File: src/rtl/tmr_pkg.sv
package tmr_pkg;
  localparam int REG_W = 64;

  // configuration bit positions decoded by neighbouring blocks
  localparam int B_IRQ_EN   = 2;
  localparam int B_PERIODIC = 3;
  localparam int B_PER_CAP  = 4;
  localparam int B_SIZE     = 5;
  localparam int B_VALSET   = 6;
  localparam int B_FORCE32  = 8;
  localparam int B_MSG_CAP  = 15;
  localparam int ROUTE_LSB  = 32;

  localparam logic [REG_W-1:0] CFG_RO_MASK =
    (64'hFFFF_FFFF << ROUTE_LSB) | (64'd1 << B_MSG_CAP) |
    (64'd1 << B_SIZE) | (64'd1 << B_PER_CAP);

  localparam logic [REG_W-1:0] CFG_CAP_RST =
    (64'd1 << B_MSG_CAP) | (64'd1 << B_PER_CAP);

  typedef enum logic {SEL_CFG = 1'b0, SEL_CMP = 1'b1} reg_sel_e;

  function automatic logic [REG_W-1:0] merge64(
      input logic [REG_W-1:0] old_v,
      input logic [REG_W-1:0] new_v,
      input logic [REG_W-1:0] mask);
    merge64 = (old_v & ~mask) | (new_v & mask);
  endfunction
endpackage

File: src/rtl/tmr_cfg_reg.sv
module tmr_cfg_reg
  import tmr_pkg::*;
#(
  parameter logic [REG_W-1:0] RST_VAL = CFG_CAP_RST
) (
  input  logic             clk,
  input  logic             rst_n,
  input  logic             wr_cfg,
  input  logic [REG_W-1:0] wr_data,
  input  logic [REG_W-1:0] wr_mask,
  input  logic             clr_valset,
  output logic [REG_W-1:0] cfg_q,
  output logic             per_clear
);
  logic [REG_W-1:0] cfg_d;
  logic [REG_W-1:0] merged;
  logic             cfg_en;

  localparam logic [REG_W-1:0] FORCE_MASK = 64'd1 << B_FORCE32;

  always_comb begin
    merged = merge64(cfg_q, wr_data, wr_mask);
    cfg_d  = cfg_q;
    if (wr_cfg)
      cfg_d = (merged & ~CFG_RO_MASK & ~FORCE_MASK) | (cfg_q & CFG_RO_MASK);
    if (clr_valset)
      cfg_d[B_VALSET] = 1'b0;
  end

  assign cfg_en    = wr_cfg | clr_valset;
  assign per_clear = wr_cfg & ~cfg_d[B_PERIODIC];

  always_ff @(posedge clk or negedge rst_n) begin
    if (!rst_n)      cfg_q <= RST_VAL;
    else if (cfg_en) cfg_q <= cfg_d;
  end


  ro_keep_chk: assert property (@(posedge clk) disable iff (!rst_n)
    wr_cfg |=> ((cfg_q & CFG_RO_MASK) == (RST_VAL & CFG_RO_MASK)));


  force32_low_chk: assert property (@(posedge clk) disable iff (!rst_n)
    wr_cfg |=> !cfg_q[B_FORCE32]);


  valset_clr_chk: assert property (@(posedge clk) disable iff (!rst_n)
    clr_valset |=> !cfg_q[B_VALSET]);
endmodule

File: src/rtl/tmr_cmp_unit.sv
module tmr_cmp_unit #(
  parameter int CNT_W = 32
) (
  input  logic             clk,
  input  logic             rst_n,
  input  logic             cnt_en,
  input  logic [CNT_W-1:0] main_cnt,
  input  logic             wr_cmp,
  input  logic [CNT_W-1:0] wr_data,
  input  logic [CNT_W-1:0] wr_mask,
  input  logic             periodic,
  input  logic             valset,
  input  logic             per_clear,
  output logic [CNT_W-1:0] cmp_q,
  output logic             hit
);
  logic [CNT_W-1:0] per_q, per_d, cmp_d, new_per;
  logic             advance, cmp_en, per_en;

  assign hit     = cnt_en && (main_cnt == cmp_q);
  assign advance = hit && periodic && (per_q != '0) && !wr_cmp;
  assign new_per = (per_q & ~wr_mask) | (wr_data & wr_mask);

  always_comb begin
    cmp_d = cmp_q;
    per_d = per_q;
    if (wr_cmp) begin
      if (periodic) begin
        per_d = new_per;
        if (valset) cmp_d = new_per;
      end else begin
        cmp_d = (cmp_q & ~wr_mask) | (wr_data & wr_mask);
        per_d = '0;
      end
    end else if (advance) begin
      cmp_d = cmp_q + per_q;
    end
    if (per_clear) per_d = '0;
  end

  assign cmp_en = wr_cmp | advance;
  assign per_en = wr_cmp | per_clear;

  always_ff @(posedge clk or negedge rst_n) begin
    if (!rst_n)      cmp_q <= '1;
    else if (cmp_en) cmp_q <= cmp_d;
  end

  always_ff @(posedge clk or negedge rst_n) begin
    if (!rst_n)      per_q <= '0;
    else if (per_en) per_q <= per_d;
  end


  periodic_step_chk: assert property (@(posedge clk) disable iff (!rst_n)
    (hit && periodic && per_q != '0 && !wr_cmp) |=> cmp_q == $past(cmp_q) + $past(per_q));


  zero_period_hold_chk: assert property (@(posedge clk) disable iff (!rst_n)
    (hit && per_q == '0 && !wr_cmp) |=> $stable(cmp_q));


  oneshot_period_zero_chk: assert property (@(posedge clk) disable iff (!rst_n)
    !periodic |-> per_q == '0);
endmodule

File: src/rtl/tmr_fire_gen.sv
module tmr_fire_gen (
  input  logic clk,
  input  logic rst_n,
  input  logic hit,
  output logic fire
);
  logic hit_q, fire_d;

  assign fire_d = hit & ~hit_q;

  always_ff @(posedge clk or negedge rst_n) begin
    if (!rst_n) begin
      hit_q <= 1'b0;
      fire  <= 1'b0;
    end else begin
      hit_q <= hit;
      fire  <= fire_d;
    end
  end


  single_pulse_chk: assert property (@(posedge clk) disable iff (!rst_n)
    fire |=> !fire);
endmodule

File: src/rtl/tmr_slice.sv
module tmr_slice
  import tmr_pkg::*;
#(
  parameter int          CNT_W          = 32,
  parameter logic [31:0] ALLOWED_ROUTES = 32'h0
) (
  input  logic             clk,
  input  logic             rst_n,
  input  logic             cnt_en,
  input  logic [CNT_W-1:0] main_cnt,
  input  logic             wr_en,
  input  logic             wr_sel,
  input  logic [REG_W-1:0] wr_data,
  input  logic [REG_W-1:0] wr_mask,
  input  logic             rd_sel,
  output logic [REG_W-1:0] rd_data,
  output logic             fire
);
  localparam int PAD_W = REG_W - CNT_W;
  localparam logic [REG_W-1:0] CFG_RST =
    CFG_CAP_RST | ({32'h0, ALLOWED_ROUTES} << ROUTE_LSB);

  logic [1:0]       rst_sync;
  logic             rst_i_n;
  logic             wr_cfg, wr_cmp;
  logic [REG_W-1:0] cfg_q;
  logic [CNT_W-1:0] cmp_q;
  logic             per_clear, hit;

  always_ff @(posedge clk or negedge rst_n) begin
    if (!rst_n) rst_sync <= 2'b00;
    else        rst_sync <= {rst_sync[0], 1'b1};
  end
  assign rst_i_n = rst_sync[1];

  assign wr_cfg = wr_en && (reg_sel_e'(wr_sel) == SEL_CFG);
  assign wr_cmp = wr_en && (reg_sel_e'(wr_sel) == SEL_CMP);

  tmr_cfg_reg #(.RST_VAL(CFG_RST)) u_cfg (
    .clk       (clk),
    .rst_n     (rst_i_n),
    .wr_cfg    (wr_cfg),
    .wr_data   (wr_data),
    .wr_mask   (wr_mask),
    .clr_valset(wr_cmp),
    .cfg_q     (cfg_q),
    .per_clear (per_clear)
  );

  tmr_cmp_unit #(.CNT_W(CNT_W)) u_cmp (
    .clk      (clk),
    .rst_n    (rst_i_n),
    .cnt_en   (cnt_en),
    .main_cnt (main_cnt),
    .wr_cmp   (wr_cmp),
    .wr_data  (wr_data[CNT_W-1:0]),
    .wr_mask  (wr_mask[CNT_W-1:0]),
    .periodic (cfg_q[B_PERIODIC]),
    .valset   (cfg_q[B_VALSET]),
    .per_clear(per_clear),
    .cmp_q    (cmp_q),
    .hit      (hit)
  );

  tmr_fire_gen u_fire (
    .clk  (clk),
    .rst_n(rst_i_n),
    .hit  (hit),
    .fire (fire)
  );

  assign rd_data = (reg_sel_e'(rd_sel) == SEL_CMP) ? {{PAD_W{1'b0}}, cmp_q} : cfg_q;


  fire_needs_enable_chk: assert property (@(posedge clk) disable iff (!rst_i_n)
    fire |-> $past(cnt_en));
endmodule

File: config.mk
export PLATFORM = sky130hd
export DESIGN_NAME = tmr_slice
export DESIGN_NICKNAME = d
export VERILOG_FILES = /design/src/rtl/tmr_pkg.sv /design/src/rtl/tmr_cfg_reg.sv /design/src/rtl/tmr_cmp_unit.sv /design/src/rtl/tmr_fire_gen.sv /design/src/rtl/tmr_slice.sv
export SDC_FILE = /design/constraint.sdc
export NUM_CORES = 1
export LEC_CHECK = 0
export ABC_AREA = 0
export BUFFER_PORTS_ARGS = -buffer_cell sky130_fd_sc_hd__buf_2
export CORE_ASPECT_RATIO = 2
export CORE_MARGIN = 10
export CORE_UTILIZATION = 46
export DETAILED_ROUTE_END_ITERATION = 10
export PLACE_DENSITY = 0.73
export SYNTH_ARGS = -nofsm -noshare
export SYNTH_HDL_FRONTEND = slang
export SYNTH_SLANG_ARGS = --single-unit
File: constraint.sdc
create_clock -name clk -period 8.5 [get_ports clk]
set_input_delay 0.85 -clock clk [delete_from_list [all_inputs] [get_ports clk]]
set_output_delay 0.85 -clock clk [all_outputs]
set_load 0.05 [all_outputs]
# ---- Word-level counts from Yosys, hierarchy flattened
# Cells that the tools add are included.
# Widths: inputs -> output; s select.
dict set report classes {
  add_sub_neg 1
  multipliers 0
  n_div 0
  order_cmp 0
  n_eq_ne 2
  shifts 0
  muxes 10
  bitwise 19
  n_reduce_logical 15
}
# operator count
set ops {}
lappend ops {{$mux 32} 7}
lappend ops {{$and 32x32->32} 5}
lappend ops {{$or 32x32->32} 3}
lappend ops {{$mux 64} 1}
lappend ops {{$not 32->32} 2}
lappend ops {{$or 32x64->64} 1}
lappend ops {{$add 32x32->32} 1}
lappend ops {{$eq 32x32->1} 1}
lappend ops {{$reduce_bool 32->1} 1}
lappend ops {{$mux 7} 1}
lappend ops {{$logic_and 1x1->1} 6}
lappend ops {{$reduce_and 2->1} 3}
lappend ops {{$reduce_bool 2->1} 3}
lappend ops {{$ne 3x3->1 const B} 1}
lappend ops {{$not 1->1} 3}
lappend ops {{$or 1x1->1} 3}
lappend ops {{$reduce_and 3->1} 1}
lappend ops {{$and 1x1->1} 2}
lappend ops {{$logic_not 1->1} 1}
lappend ops {{$mux 1} 1}
dict set report totals {
  regBits 132
  latchBits 0
  ram_bits 0
  romBits 0
  in_bits 166
  word_cells 55
  n_memories 0
}

# ---- Depth between registers and ports, before layout
dict set report depth {
  ltp_word 9
  ltp_mapped 11
}

# ---- Modules after synthesis
# Synthesis repeated with hierarchy kept, for this count alone.
dict set report unflattened {
  cells_unflattened 907
  area_unflattened_um2 7892.6
}
# mod n_inst cells_per_inst area_per_inst_um2
set by_module_without_submodules {}
lappend by_module_without_submodules {tmr_cmp_unit 1 700 5460.2}
lappend by_module_without_submodules {tmr_cfg_reg 1 128 1555.2}
lappend by_module_without_submodules {tmr_slice 1 76 813.3}
lappend by_module_without_submodules {tmr_fire_gen 1 3 63.8}

# ---- Least setup slack after synthesis
# OpenSTA, ideal clock, no wires.
dict set report synth_path {
  path_kind {input to output}
  startpoint {input port rd_sel}
  endpoint {output port rd_data[6]}
  arrival_ns 2.326
  setup_slack_ns 5.324
  cell_stages 3
  n_path_buf 2
  path_cell_list {clkbuf_1 clkbuf_1 o21ai_0}
}
dict set report synth_between {
  elab_chain_cells 1
}
# item line_no
set synth_rtl {}
lappend synth_rtl {{from (decl)} tmr_slice.sv:15} ;# input logic rd_sel,
lappend synth_rtl {{$mux 64} tmr_slice.sv:72} ;# assign rd_data = (reg_sel_e'(rd_sel) == SEL_CMP) ? {{PAD_W{1'b0}}, cmp_q} : cfg_q;
lappend synth_rtl {{to (decl)} tmr_slice.sv:16} ;# output logic [REG_W-1:0] rd_data,
# No other way between the ends.

==> metrics.txt <==
status=complete, no violations; Row Count=between 60 and 70; RD Place Congestion=between 0.9 and 1; setup TNS=0 ns; I/O pin cnt=231; Least-Margin Pin Slew=between 1 and 1.5 ns; Clock Tree Buf Depth=2; post-synthesis cell type count=57; total CTS buffers=9; P per Cell Area=~270 nW/um^2; DRT iter0 DRCs=438; ranking of synthesized cells by area=dfrtp_1 (21%), dfstp_2 (11%), mux2_2 (8.0%); Placed Instances=1211; CP arrival=about 3.7 ns; drt total wl=around 25000 um; fmax=292 MHz; Fillers=around 1600; mean post-synth cell area=approximately 8.3 um^2; DRC violations left=0; DIE HEIGHT=202 um; max-cap violations=0; Slew HR=a little under a third; Hold Slack=0.259 ns; peak supply drop=about 0.13 mV; Commonest cells post-synth=nand2_1 (121), o21ai_0 (88), dfrtp_1 (64), nor2_1 (58), mux2_2 (54); fraction of layout instances using a drive strength above 1=roughly a quarter; port bufs=roughly 130; final net count=between 1000 and 1500; first-pass GRT wire length=~40000 um; post-route ant nets=0; Seq pwr share=33.1%; crit-path cells=buf_2 > nand2_2 > buf_4 > o211ai_1 > or2_4 > o21ai_4 > o21ai_0 > a221oi_1 > nand2_1; CP Capture Type=register; final hold violations=0; worst-path maximum fanout=36; #FFs+latches synth=96; CTS clk-pin slew, worst paths=roughly 0.070 ns; switching power=around 1.1 mW; die width=about 110 um; TritonRoute pass-1 iters=6; clock share of power=roughly 18%; CP Launch Type=input pin; dpl hpwl=about 19000 um; largest net degree at the start of global routing=just under 60; die area=approximately 22000 um^2; RSZ-0062 raised after global routing=false; critical path class=in2reg; P&R area growth vs syn=12.9%; CP Buf/Inv Count=2; Critical-path top delay cell=nand2_2; total core area=between 15000 and 20000 um^2; Post-synth ARST share=100%; finished layout cell area=about 8600 um^2; Final period util=roughly two fifths; Cell Count, Final, Fillers Out=about 1200; Via Count=slightly above 7000; CP peak stage delay=approximately 0.54 ns; register area share after synthesis=between 30% and 40%; Gate Count Post-Synth=910; Clock Latency Late Sink=0.37 ns; clock sinks=96; Via density=around 5.9; TritonCTS clock tree=built; Routed wire per std cell=between 20 and 25 um; post-place instance area=8280 um^2; Initial Utilization=a little under half; # diodes=0; Hold-fix buffers, CTS=0; total track usage=a little over a fifth; WP data required=~8.8 ns; number of max-slew violations in the final report=0; clock root buffer=clkbuf_16; most numerous cell in the Yosys netlist=nand2_1; leak pwr=3.79 nW; Setup Buffers After CTS=0; # setup viols final=0; Sw Share=between 40% and 50%; Largest delay share family, worst path=compound AO/OA/AOI/OAI gates; Logic pwr share=49.2%; total number of H-tree levels=3; Period minus WS final=around 3.4 ns; Power Internal=about 1.2 mW; Most used DFF post-synth=dfrtp_1; initial antenna violation count=0; vias in the first global route=between 7000 and 8000; CTS resizes=0; Yosys Warn Count=0; clk_skew=about 0.016 ns; Post-synth EDFFs=0; synthesized area=between 7000 and 8000 um^2; Synth area leader=dfrtp_1; min-delay worst type=in2async; area share of the largest cell type after synthesis=between 20% and 30%; total congestion overflow=0
cells by family after synthesis:
kind of cell,Yosys count,share of synthesized area (%)
AOI/OAI and AO/OA,289,24.0
xor gates and xnor gates,56,6.46
and+or+nand+nor,272,16.4
other,2,0.0990
adders and majority gates,32,5.38
muxes,56,8.29
DFF,96,32.2
buffers and inverters,107,7.17
cell type report:
cell class	count	area (um^2)	share of cell area, %
Clock buffer	9	225	2.63
Timing Repair Buffer	141	723	8.44
Sequential cell	96	2450	28.6
Multi-Input combinational cell	738	4730	55.3
Inverter	32	120	1.40
Tap cell	204	255	2.98
Clock inverter	7	61.3	0.716
power by group through the flow:
stage | registers, mW | logic [mW] | clock network (mW)
4_1_cts | 0.765 | 1.14 | 0.416
6_report | 0.768 | 1.14 | 0.411
5_1_grt | 0.785 | 1.24 | 0.434
2_1_floorplan | 0.713 | 0.881 | 0
3_3_place_gp | 0.770 | 1.12 | 0
3_5_place_dp | 0.774 | 1.13 | 0
metal layers:
layer  GRT usage, %  part of all wire (%)
met4           14.1                   5.4
met5              0                     0
met1           22.6                    36
met2           38.3                    52
met3           4.38                   6.4
layout by cell type (no fill, tap or decap), types with 5 or more instances in the layout:
cell type    n
nand4_1      8
nor4_1      21
a22oi_1     42
o22ai_1     32
nand2_1    120
a211oi_1     8
o21ai_1     18
buf_4        7
clkbuf_16    9
nor3_1      11
buf_2      134
nor2_1      58
xor2_1      38
o211ai_1    19
nand3_1     15
o21ai_0     88
a21o_1      15
dfrtp_1     63
inv_1       32
o21a_1       7
dfstp_2     32
xnor2_1     18
a21oi_1     34
ha_1        31
o21bai_1     5
nand2b_1    17
mux2_2      54
conb_1      33
per-stage QoR:
| step | power [mW] | setup slack, ns | util, % |
|---|---|---|---|
| 6_report | 2.32 | 5.08 | 52.6 |
| 5_1_grt | 2.46 | 4.91 | 52.6 |
| 4_1_cts | 2.32 | 5.11 | 52.6 |
| 3_5_place_dp | 1.90 | 4.80 | 50.9 |
| 3_3_place_gp | 1.89 | 4.80 | 50.9 |
| 2_1_floorplan | 1.59 | 5.32 | - |
worst paths after layout:
path                        startpoint         endpoint  slack [ns]  cells past startpoint
max reg2reg                   register         register        5.20                      9
min in group clk           rst_sync[0]      rst_sync[1]        0.35                      0
max                             wr_sel         register        5.08                      9
min reg2reg                rst_sync[1]  u_cmp.per_q[31]        0.32                      0
max in group asynchronous  rst_sync[1]  u_cmp.per_q[23]        7.05                      1
min                              rst_n      rst_sync[1]        0.26                      1
Note: power is estimated with default switching activity, not from simulation.
